[src/rtl/alm_pkg.sv]
package alm_pkg;

  localparam int NFIELD = 6;

  typedef enum logic [2:0] {
    FLD_SEC   = 3'd0,
    FLD_MIN   = 3'd1,
    FLD_HOUR  = 3'd2,
    FLD_DATE  = 3'd3,
    FLD_MONTH = 3'd4,
    FLD_WDAY  = 3'd5
  } alm_field_e;

  localparam logic [7:0] ADDR_STATUS   = 8'h07;
  localparam logic [7:0] ADDR_CTRL     = 8'h08;
  localparam logic [7:0] ADDR_ALM_BASE = 8'h10;

  localparam int STAT_FLAG_BIT = 4;
  localparam int CTRL_AUTO_BIT = 7;
  localparam int CTRL_PULS_BIT = 5;
  localparam int FIELD_EN_BIT  = 7;

  // value bits that take part in a comparison, per field
  function automatic logic [6:0] field_mask(input int idx);
    case (idx)
      int'(FLD_SEC), int'(FLD_MIN):   field_mask = 7'h7F;
      int'(FLD_HOUR), int'(FLD_DATE): field_mask = 7'h3F;
      int'(FLD_MONTH):                field_mask = 7'h1F;
      default:                        field_mask = 7'h07;
    endcase
  endfunction

  // one enabled field agrees with the live time value
  function automatic logic field_equal(input logic [7:0] alm_byte,
                                       input logic [7:0] now_byte,
                                       input int idx);
    field_equal = ((alm_byte[6:0] ^ now_byte[6:0]) & field_mask(idx)) == 7'h00;
  endfunction

endpackage

[src/rtl/alm_regfile.sv]
module alm_regfile
  import alm_pkg::*;
(
  input  logic                  clk,
  input  logic                  rst_n,
  input  logic                  wr_en,
  input  logic [7:0]            addr,
  input  logic [7:0]            wdata,
  input  logic                  flag_q,
  output logic [NFIELD-1:0][7:0] alm_bytes,
  output logic                  auto_clr,
  output logic                  pulse_mode,
  output logic [7:0]            rdata
);

  logic [NFIELD-1:0] sel_fld;

  genvar g;
  generate
    for (g = 0; g < NFIELD; g++) begin : g_fld
      assign sel_fld[g] = (addr == ADDR_ALM_BASE + 8'(g));
      always_ff @(posedge clk or negedge rst_n) begin
        if (!rst_n)                alm_bytes[g] <= 8'h00;
        else if (wr_en && sel_fld[g]) alm_bytes[g] <= wdata;
      end
    end
  endgenerate

  always_ff @(posedge clk or negedge rst_n) begin
    if (!rst_n) begin
      auto_clr   <= 1'b0;
      pulse_mode <= 1'b0;
    end else if (wr_en && addr == ADDR_CTRL) begin
      auto_clr   <= wdata[CTRL_AUTO_BIT];
      pulse_mode <= wdata[CTRL_PULS_BIT];
    end
  end

  always_comb begin
    rdata = 8'h00;
    if (addr == ADDR_STATUS) begin
      rdata[STAT_FLAG_BIT] = flag_q;
    end else if (addr == ADDR_CTRL) begin
      rdata[CTRL_AUTO_BIT] = auto_clr;
      rdata[CTRL_PULS_BIT] = pulse_mode;
    end else begin
      for (int i = 0; i < NFIELD; i++)
        if (sel_fld[i]) rdata = alm_bytes[i];
    end
  end

endmodule

[src/rtl/alm_cmp.sv]
module alm_cmp
  import alm_pkg::*;
(
  input  logic                   tick,
  input  logic [NFIELD-1:0][7:0] alm_bytes,
  input  logic [NFIELD-1:0][7:0] now_bytes,
  output logic [NFIELD-1:0]      en_vec,
  output logic                   hit
);

  logic [NFIELD-1:0] ok_vec;

  genvar g;
  generate
    for (g = 0; g < NFIELD; g++) begin : g_cmp
      assign en_vec[g] = alm_bytes[g][FIELD_EN_BIT];
      assign ok_vec[g] = !en_vec[g] || field_equal(alm_bytes[g], now_bytes[g], g);
    end
  endgenerate

  assign hit = tick && (|en_vec) && (&ok_vec);

endmodule

[src/rtl/alm_irq.sv]
module alm_irq #(
  parameter int PULSE_CYC = 8
) (
  input  logic clk,
  input  logic rst_n,
  input  logic hit,
  input  logic rd_status,
  input  logic wr_status,
  input  logic wr_flag_bit,
  input  logic auto_clr,
  input  logic pulse_mode,
  output logic flag_q,
  output logic irq_n
);

  localparam int CW = $clog2(PULSE_CYC + 1);

  logic          clr_req;
  logic [CW-1:0] pcnt;

  assign clr_req = (rd_status && auto_clr) || (wr_status && !wr_flag_bit);

  always_ff @(posedge clk or negedge rst_n) begin
    if (!rst_n)       flag_q <= 1'b0;
    else if (hit)     flag_q <= 1'b1;
    else if (clr_req) flag_q <= 1'b0;
  end

  always_ff @(posedge clk or negedge rst_n) begin
    if (!rst_n)            pcnt <= '0;
    else if (hit)          pcnt <= CW'(PULSE_CYC);
    else if (pcnt != '0)   pcnt <= pcnt - 1'b1;
  end

  assign irq_n = pulse_mode ? (pcnt == '0) : !flag_q;


  flag_fall_chk: assert property (@(posedge clk) disable iff (!rst_n)
    $fell(flag_q) |-> $past(clr_req));


  flag_set_wins_chk: assert property (@(posedge clk) disable iff (!rst_n)
    (hit && clr_req) |=> flag_q);

endmodule

[src/rtl/alarm_match_ctrl.sv]
module alarm_match_ctrl
  import alm_pkg::*;
#(
  parameter int PULSE_CYC = 8
) (
  input  logic       clk,
  input  logic       rst_n,
  input  logic       sec_tick,
  input  logic [7:0] now_sec,
  input  logic [7:0] now_min,
  input  logic [7:0] now_hour,
  input  logic [7:0] now_date,
  input  logic [7:0] now_month,
  input  logic [7:0] now_wday,
  input  logic       host_wr,
  input  logic       host_rd,
  input  logic [7:0] host_addr,
  input  logic [7:0] host_wdata,
  output logic [7:0] host_rdata,
  output logic       alarm_irq_n
);

  logic [NFIELD-1:0][7:0] alm_bytes;
  logic [NFIELD-1:0][7:0] now_bytes;
  logic [NFIELD-1:0]      en_vec;
  logic                   hit;
  logic                   flag_q;
  logic                   auto_clr;
  logic                   pulse_mode;
  logic                   rd_status;
  logic                   wr_status;

  assign now_bytes[FLD_SEC]   = now_sec;
  assign now_bytes[FLD_MIN]   = now_min;
  assign now_bytes[FLD_HOUR]  = now_hour;
  assign now_bytes[FLD_DATE]  = now_date;
  assign now_bytes[FLD_MONTH] = now_month;
  assign now_bytes[FLD_WDAY]  = now_wday;

  assign rd_status = host_rd && (host_addr == ADDR_STATUS);
  assign wr_status = host_wr && (host_addr == ADDR_STATUS);

  alm_regfile u_regs (
    .clk        (clk),
    .rst_n      (rst_n),
    .wr_en      (host_wr),
    .addr       (host_addr),
    .wdata      (host_wdata),
    .flag_q     (flag_q),
    .alm_bytes  (alm_bytes),
    .auto_clr   (auto_clr),
    .pulse_mode (pulse_mode),
    .rdata      (host_rdata)
  );

  alm_cmp u_cmp (
    .tick      (sec_tick),
    .alm_bytes (alm_bytes),
    .now_bytes (now_bytes),
    .en_vec    (en_vec),
    .hit       (hit)
  );

  alm_irq #(.PULSE_CYC(PULSE_CYC)) u_irq (
    .clk         (clk),
    .rst_n       (rst_n),
    .hit         (hit),
    .rd_status   (rd_status),
    .wr_status   (wr_status),
    .wr_flag_bit (host_wdata[STAT_FLAG_BIT]),
    .auto_clr    (auto_clr),
    .pulse_mode  (pulse_mode),
    .flag_q      (flag_q),
    .irq_n       (alarm_irq_n)
  );


  no_enable_no_hit_chk: assert property (@(posedge clk) disable iff (!rst_n)
    (en_vec == '0) |-> !hit);


  no_tick_no_hit_chk: assert property (@(posedge clk) disable iff (!rst_n)
    !sec_tick |-> !hit);


  hit_sets_flag_chk: assert property (@(posedge clk) disable iff (!rst_n)
    hit |=> host_rdata[STAT_FLAG_BIT] || host_addr != ADDR_STATUS);


  irq_after_hit_chk: assert property (@(posedge clk) disable iff (!rst_n)
    (hit && !(host_wr && host_addr == ADDR_CTRL)) |=> !alarm_irq_n);

endmodule

[config.mk]
export PLATFORM = sky130hd
export DESIGN_NAME = alarm_match_ctrl
export DESIGN_NICKNAME = d
export VERILOG_FILES = /design/src/rtl/alm_pkg.sv /design/src/rtl/alm_regfile.sv /design/src/rtl/alm_cmp.sv /design/src/rtl/alm_irq.sv /design/src/rtl/alarm_match_ctrl.sv
export SDC_FILE = /design/constraint.sdc
export NUM_CORES = 1
export LEC_CHECK = 0
export BUFFER_PORTS_ARGS = -buffer_cell sky130_fd_sc_hd__buf_4
export CORE_ASPECT_RATIO = 0.5
export CORE_MARGIN = 3
export CORE_UTILIZATION = 40
export CTS_CLUSTER_DIAMETER = 60
export CTS_CLUSTER_SIZE = 30
export DETAILED_ROUTE_END_ITERATION = 10
export PLACE_DENSITY_LB_ADDON = 0.3
export SLEW_MARGIN = 20
export SYNTH_ARGS = -nofsm -noshare
export SYNTH_HDL_FRONTEND = slang
export SYNTH_SLANG_ARGS = --single-unit
[constraint.sdc]
create_clock -name clk -period 1.95 [get_ports clk]
set_input_delay 0.2925 -clock clk [delete_from_list [all_inputs] [get_ports clk]]
set_output_delay 0.2925 -clock clk [all_outputs]
set_load 0.005 [all_outputs]
==> results.toml, run 1 <==
[cells_and_area]
multiInputGateArea_um2 = 1640
area_growth_pct = 26.9
fin_area_um2 = 3900
drive_above_1_share = 0.457
fillerInstances = 600
antennaDiodeCount = 0
fin_util = 0.552
final_cells = 427
regArea_um2 = 1380
final_net_count = 405

[global_routing]
antenna_found_initial = 0
grt_max_degree = 56
grt_pass1_wl_mm = 13.0
grt_pass1_vias = 2439
grt_overflow = 0
track_usage = 0.196

[yosys]
ys_types = 42
yosys_warnings = 0
ys_ff_latch = 55
yosysSeqAreaShare = 0.447
synth.avg_cell_area_um2 = 11.8
synthArstFlopShare = 1.00
yosysMostFrequentCell = "dfrtp_1"
synthTopCellsByArea = "dfrtp_1 (45%), mux2_2 (18%), xnor2_1 (6.3%), mux4_2 (4.4%), xor2_1 (3.7%)"
syn-instance-count = 261
synth_top_area_cell = "dfrtp_1"
syn-cell-area_um2 = 3080
yosysTopAreaCellShare = 0.447
synth-edff-count = 0
syn-num-nets = 332
synth_flop_cell = "dfrtp_1"
yosys-top-cells-count = "dfrtp_1 (55), mux2_2 (50), xnor2_1 (22)"

[clocking]
cts_root_buffer = "clkbuf_16"
cts_tree = "yes"
insertion_delay_ns = 0.30
cts.sinks = 55
numCtsBuffers = 5
cts_hold_buffers = 0
cts_max_level = 2
cts_buffer_depth = 2
clk_pin_slew_worst_paths_ns = 0.08

[worst_setup_path]
cp_slowest_cell = "mux4_2"
crit_arrival_ns = 1.84
worstReg2RegStart = "u_regs.alm_bytes[5]"
worstSetupPathType = "flop to output pin"
crit_fanout = 2
critPathLaunch = "u_regs.alm_bytes[30]"
reg2reg_depth = 5
r2r_slack_ns = 0.06
reg2reg_to = "u_irq.pcnt[1]"
crit_buf_inv = 2
crit_path_end_kind = "output pin"
startpoint_type = "flop"
crit_required_ns = 1.66
critPathTopFamily = "multiplexers"
path_cells = "mux4_2 -> a222oi_1 -> inv_1 -> buf_4"
crit_path_max_incr_delay_ns = 0.51

[route]
vias = 2370
drt_wl_total_mm = 8.20
drt_iter0_drc = 204
first_pass_iters = 4
wl_per_cell_um = 19.2
ant_nets = 0
drc = 0
viasPerCell = 5.55

[power_and_ir_drop]
leakage_nw = 1.88
irDropWorstVdd_uv = 480
power_density_nw_per_um2 = 719
power_mw = 2.81

[floorplanning]
num_rows = 21
core_area_um2 = 7070
ios = 78
start_util = 0.435
die_y_um = 68.0
die_w_um = 130
dieArea_um2 = 8840

[placement]
postPlaceCellArea_um2 = 3710
port-buffer-count = 63
dp.cells = 415
hpwl_mm = 6.36
finalWeightedCongestion = 0.823

[sta]
drv_slew = 0
worstMarginPinSlew_ns = 0.700
period_needed_ns = 2.13
setup_tns_ns = -0.183
rsz0062_at_grt = "true"
layout_setup_ws_ns = -0.183
fmax_mhz = 469
period_share = 1.09
relSlewSlack = 0.534
hold_viol_final = 0
finClkSkew_ns = 0.00913
finalSetupViolations = 1

[hold_path]
hold_class = "primary input to asynchronous set/reset pin"

[run_status]
outcome = "finished with violations"
violations = "setup timing"

[job]
maxCapViolCount = 0
==> sequential cells by signal, summed over array words and instances (netlist names) <==
| register | count |
|---|---|
| u_irq.flag_q | 1 |
| u_irq.pcnt | 4 |
| u_regs.pulse_mode | 1 |
| u_regs.alm_bytes | 48 |
| u_regs.auto_clr | 1 |
==> report_power, final <==
part / internal, mW / switching [mW] / leakage, nW
Clock: 0.478 / 0.432 / 0.0740
Sequential: 1.24 / 0.0799 / 0.746
Combinational: 0.297 / 0.284 / 1.06
==> worst reg2reg max path, stage by stage, from the launching register on <==
cell	delay (ns)
dfrtp_1	0.41
xnor2_1	0.23
nand4_1	0.22
o41ai_1	0.53
and3_1	0.30
a21oi_1	0.08
==> cells by family after synthesis <==
family / Yosys count / synth area share
xor+xnor: 35 / 0.0996
buf+inv: 19 / 0.0272
flops: 55 / 0.447
compound gates: 37 / 0.0765
mux: 59 / 0.237
fa+ha+maj: 2 / 0.00813
simple gates: 54 / 0.105
==> layout make-up <==
cell class / instances / share of cell area
multi-input combinational: 187 / 0.420
sequential: 55 / 0.353
timing repair buffer: 76 / 0.153
clock buffer: 5 / 0.0321
tap: 92 / 0.0295
inverter: 9 / 0.00865
clock inverter: 3 / 0.00481
==> metrics by stage <==
step	hold slack, ns	setup WS (ns)
final	0.0282	-0.183
after global routing	0.100	-0.218
after CTS	0.0746	-0.168
after detailed placement	0.390	-0.163
after global placement	0.376	-0.113
after floorplan	-0.00309	0.0406
==> how the worst max path moves through the flow <==
stage	endpoint	slack, ns	cells after the start
floorplan	u_regs.alm_bytes[10]	0.04	6
global placement	u_regs.alm_bytes[5]	-0.11	6
detailed placement	u_regs.alm_bytes[13]	-0.16	6
CTS	host_rdata[6]	-0.17	4
global route	host_rdata[6]	-0.22	4
finish	host_rdata[6]	-0.18	4
==> timing repair <==
item | CTS | global route
pin swaps | 1 | 1
endpoints found under the setup margin | 1 | 8
resized for setup | 0 | 6
buffers inserted | 2 | 2
==> layer usage <==
layer | part of all wire | vias to the layer above | routed length [um] | track usage
met3 | 0.046 | 9 | 375 | 0.0359
met4 | 0.011 | 0 | 90 | 0.0389
li1 | - | 1099 | - | -
met1 | 0.48 | 1194 | 3950 | 0.283
met5 | 0 | - | 0 | 0
met2 | 0.46 | 68 | 3790 | 0.312
==> cell usage in the layout, fill, tap and decap left out, types with 2 or more instances in the layout <==
cell type	count
buf_4	74
dfrtp_1	55
mux2_2	50
xnor2_1	22
o21ai_0	13
nand2_1	13
xor2_1	13
inv_1	9
nor2_1	8
a21oi_1	7
mux4_2	6
nand4_1	5
clkbuf_16	5
a22oi_1	4
mux2i_1	3
nand3_1	3
o41ai_1	3
and3_2	2
nand3b_1	2
a21o_1	2
a32oi_1	2
and4_1	2
a22oi_2	2
or4_1	2
nor3_1	2
o31ai_1	2
nand2_2	2
ha_1	2
clkinv_2	2
buf_12	2
Power figures use the tool's default switching activity.
==> inputs of run 2 (changes only) <==
Settings changed: SKIP_CTS_REPAIR_TIMING from default to 1.
==> results.toml, run 2 (synthesis gave the netlist of run 1 again) <==
[cells_and_area]
final_cell_mix = "buf_4 (73), dfrtp_1 (55), mux2_2 (50), xnor2_1 (22)"
final_common_cell = "buf_4"
largest_reg_flops = 48
top_regs = "u_regs.alm_bytes (48), u_irq.pcnt (4)"
top_register = "u_regs.alm_bytes"
drive_above_1_share = 0.458
fin_area_um2 = 3900
antennaDiodeCount = 0
area_growth_pct = 26.9
final_net_count = 404

[placement]
postPlaceCellArea_um2 = 3710
finalWeightedCongestion = 0.823
pre_cts_slack_ns = -0.163
port-buffer-count = 63
hpwl_mm = 6.36

[clocking]
cts_root_buffer = "clkbuf_16"
numCtsBuffers = 5
cts.sinks = 55
cts_buffer_depth = 2
cts_tree = "yes"
insertion_delay_ns = 0.30
clk_pin_slew_worst_paths_ns = 0.07
cts_max_level = 2

[floorplanning]
core_area_um2 = 7070
num_rows = 21
die_w_um = 130
start_util = 0.435
dieArea_um2 = 8840
ios = 78
die_y_um = 68.0

[worst_setup_path]
path_cells = "mux4_2 -> a222oi_1 -> inv_1 -> buf_4"
crit_buf_inv = 2
crit_required_ns = 1.66
crit_arrival_ns = 1.85
worstSetupPathType = "flop to output pin"
cp_slowest_cell = "mux4_2"
crit_fanout = 3
crit_path_max_incr_delay_ns = 0.49
critPathTopFamily = "multiplexers"
crit_path_end_kind = "output pin"
startpoint_type = "flop"

[run_status]
outcome = "finished with violations"
violations = "setup timing"

[sta]
worstMarginPinSlew_ns = 0.692
finClkSkew_ns = 0.00791
fmax_mhz = 467
period_needed_ns = 2.14
rsz0062_at_grt = "true"
worst_hold_slack_ns = 0.0238
layout_setup_ws_ns = -0.190
hold_viol_final = 0
relSlewSlack = 0.539
drv_slew = 0
period_share = 1.10
finalSetupViolations = 1

[global_routing]
met3_usage = 0.0359
met1_usage = 0.284
grt_overflow = 0
antenna_found_initial = 0
track_usage = 0.195
grt_max_degree = 56
met2_usage = 0.309
grt_pass1_vias = 2424
grt_pass1_wl_mm = 13.0
busiest_layer = "met2"

[route]
vias = 2353
drt_wl_total_mm = 8.19
wl_per_cell_um = 19.2
drt_iter0_drc = 185
viasPerCell = 5.52
ant_nets = 0
first_pass_iters = 4
drc = 0

[hold_path]
hold_class = "primary input to asynchronous set/reset pin"

[power_and_ir_drop]
leakage_nw = 1.88
irDropWorstVdd_uv = 478
power_density_nw_per_um2 = 718

[job]
maxCapViolCount = 0
## run 2: cell count changes in the layout (fill, tap and decap cells not counted), sizes merged
cell / change
buf: -1
## run 2: through the flow
stage,utilization,TNS (ns),cells,total power [mW]
after global placement,0.525,-2.27,415,1.86
after CTS,0.545,-0.217,423,2.80
final,0.552,-0.190,426,2.80
after floorplan,-,0,261,1.65
after global routing,0.552,-0.233,426,2.93
after detailed placement,0.525,-3.42,415,1.90
## run 2: power by group
| part | total [mW] | internal [mW] | leakage, nW | switching (mW) |
|---|---|---|---|---|
| Clock | 0.907 | 0.478 | 0.0740 | 0.429 |
| Combinational | 0.579 | 0.296 | 1.06 | 0.283 |
| Sequential | 1.32 | 1.24 | 0.746 | 0.0808 |
## run 2: area by class of cell
class                   count  area (um2)
fillers                   601        3160
clock buffers               5         125
repair buffers             75         588
clock inverters             3        18.8
inverters                   9        33.8
flip-flops and latches     55        1380
well taps                  92         115
multi-input cells         187        1650
## run 2: path summary, 6_finish.rpt
path	startpoint	to	slack [ns]	cells past startpoint
setup / recovery	u_regs.alm_bytes[6]	host_rdata[6]	-0.19	4
hold / removal	rst_n	u_regs.alm_bytes[5]	0.02	1
setup reg to reg	u_regs.alm_bytes[6]	u_irq.pcnt[1]	0.23	6
hold reg to reg	u_regs.alm_bytes[44]	u_regs.alm_bytes[44]	0.51	1
max in group asynchronous	rst_n	u_regs.auto_clr	1.45	1
min in group clk	host_wdata[1]	u_regs.alm_bytes[1]	0.29	2
## run 2: routing by layer
| metal | part of all wire | wire (um) | vias to the layer above |
|---|---|---|---|
| met2 | 0.46 | 3800 | 61 |
| li1 | - | - | 1096 |
| met3 | 0.048 | 389 | 7 |
| met1 | 0.48 | 3920 | 1189 |
| met5 | 0 | 0 | - |
| met4 | 0.0093 | 76 | 0 |
==> inputs of run 3 (changes only) <==
Settings changed: MAX_ROUTING_LAYER from default to met4.
==> results.toml, run 3 (synthesis gave the netlist of run 1 again) <==
[sta]
setup_tns_ns = -0.196
period_needed_ns = 2.15
finalSetupViolations = 1
fmax_mhz = 466
hold_viol_final = 0
finClkSkew_ns = 0.00620
worstMarginPinSlew_ns = 0.701
drv_slew = 0
period_share = 1.10
relSlewSlack = 0.533
layout_setup_ws_ns = -0.196
rsz0062_at_grt = "true"

[route]
wl_per_cell_um = 19.2
viasPerCell = 5.51
first_pass_iters = 4
drc = 0
drt_iter0_drc = 146
vias = 2349
drt_wl_total_mm = 8.19
ant_nets = 0

[clocking]
cts_root_buffer = "clkbuf_16"
insertion_delay_ns = 0.29
cts_max_level = 2
cts.sinks = 55
clk_pin_slew_worst_paths_ns = 0.07
numCtsBuffers = 5
cts_buffer_depth = 2
cts_tree = "yes"

[worst_setup_path]
crit_buf_inv = 2
critPathTopFamily = "multiplexers"
crit_path_end_kind = "output pin"
crit_required_ns = 1.66
reg2reg_depth = 6
crit_cells = 4
crit_arrival_ns = 1.85
path_cells = "mux4_2 -> a222oi_1 -> inv_1 -> buf_4"
crit_path_max_incr_delay_ns = 0.50
worstSetupPathType = "flop to output pin"
crit_fanout = 3
cp_slowest_cell = "mux4_2"
startpoint_type = "flop"

[cells_and_area]
fin_util = 0.552
drive_above_1_share = 0.458
top_register = "u_regs.alm_bytes"
fillerInstances = 601
antennaDiodeCount = 0
top_regs = "u_regs.alm_bytes (48), u_irq.pcnt (4)"
regArea_um2 = 1380
multiInputGateArea_um2 = 1650
final_cell_mix = "buf_4 (73), dfrtp_1 (55), mux2_2 (50), xnor2_1 (22)"
final_net_count = 404
final_cells = 426
largest_reg_flops = 48
final_common_cell = "buf_4"
area_growth_pct = 26.9

[power_and_ir_drop]
p_comb_frac = 0.207
leakage_nw = 1.88
internal_power_mw = 2.01
swShare = 0.282
switchingPower_uw = 787
clkPwrFrac = 0.322
power_density_nw_per_um2 = 716
seqPwrFrac = 0.471
irDropWorstVdd_uv = 478

[floorplanning]
start_util = 0.435
num_rows = 21
dieArea_um2 = 8840
ios = 78
die_y_um = 68.0
die_w_um = 130
core_area_um2 = 7070

[global_routing]
grt_max_degree = 56
grt_pass1_vias = 2421
grt_overflow = 0
track_usage = 0.201
antenna_found_initial = 0
grt_pass1_wl_mm = 12.9

[hold_path]
hold_class = "primary input to asynchronous set/reset pin"

[run_status]
outcome = "finished with violations"
violations = "setup timing"

[placement]
finalWeightedCongestion = 0.835
hpwl_mm = 6.36
port-buffer-count = 63
dp.cells = 415

[job]
maxCapViolCount = 0
## run 3: cell counts in the layout (fill, tap and decap cells not counted)
No cell type changed its count.
## run 3: worst reg2reg max path, cell delays in order, from the launching register on
cell and delay, ns:
dfrtp_1 0.41, buf_4 0.15, xnor2_1 0.12, nand4_1 0.20, o41ai_2 0.39, and3_1 0.28, a21oi_1 0.08
## run 3: cell type report
cell class              count  share of cell area
multi-input cells         187               0.422
inverters                   9             0.00865
repair buffers             75               0.151
clock buffers               5              0.0321
flip-flops and latches     55               0.353
clock inverters             3             0.00481
well taps                  92              0.0295
## run 3: power by group through the flow
| stage | clock network [mW] | registers, mW | logic, mW |
|---|---|---|---|
| CTS | 0.912 | 1.31 | 0.571 |
| finish | 0.901 | 1.32 | 0.580 |
| floorplan | 0 | 1.31 | 0.334 |
| detailed placement | 0 | 1.33 | 0.567 |
| global placement | 0 | 1.33 | 0.537 |
| global route | 0.958 | 1.33 | 0.638 |
## run 3: per-stage QoR
stage | worst slack (ns) | power [mW] | hold slack [ns] | cell area, um2
2_1_floorplan | 0.0406 | 1.65 | -0.00309 | 3080
3_3_place_gp | -0.113 | 1.86 | 0.376 | 3710
3_5_place_dp | -0.163 | 1.90 | 0.390 | 3710
4_1_cts | -0.217 | 2.80 | 0.0746 | 3850
5_1_grt | -0.233 | 2.92 | 0.101 | 3900
6_report | -0.196 | 2.80 | 0.0299 | 3900
## run 3: worst paths after layout
check	start	endpoint	slack (ns)
worst max register to register	u_regs.alm_bytes[6]	u_irq.pcnt[1]	0.21
min in group clk	host_wdata[1]	u_regs.alm_bytes[33]	0.29
worst min-delay path	rst_n	u_regs.alm_bytes[5]	0.03
worst min register to register	u_regs.alm_bytes[44]	u_regs.alm_bytes[44]	0.51
max in group asynchronous	rst_n	u_regs.auto_clr	1.44
worst max-delay path	u_regs.alm_bytes[6]	host_rdata[6]	-0.20
## run 3: per-layer routing
metal	vias to the layer above	GRT usage	wire length (um)
met5	-	-	0
met4	0	0.0389	76
met3	7	0.0320	370
met2	49	0.310	3790
met1	1197	0.285	3950
li1	1096	-	-
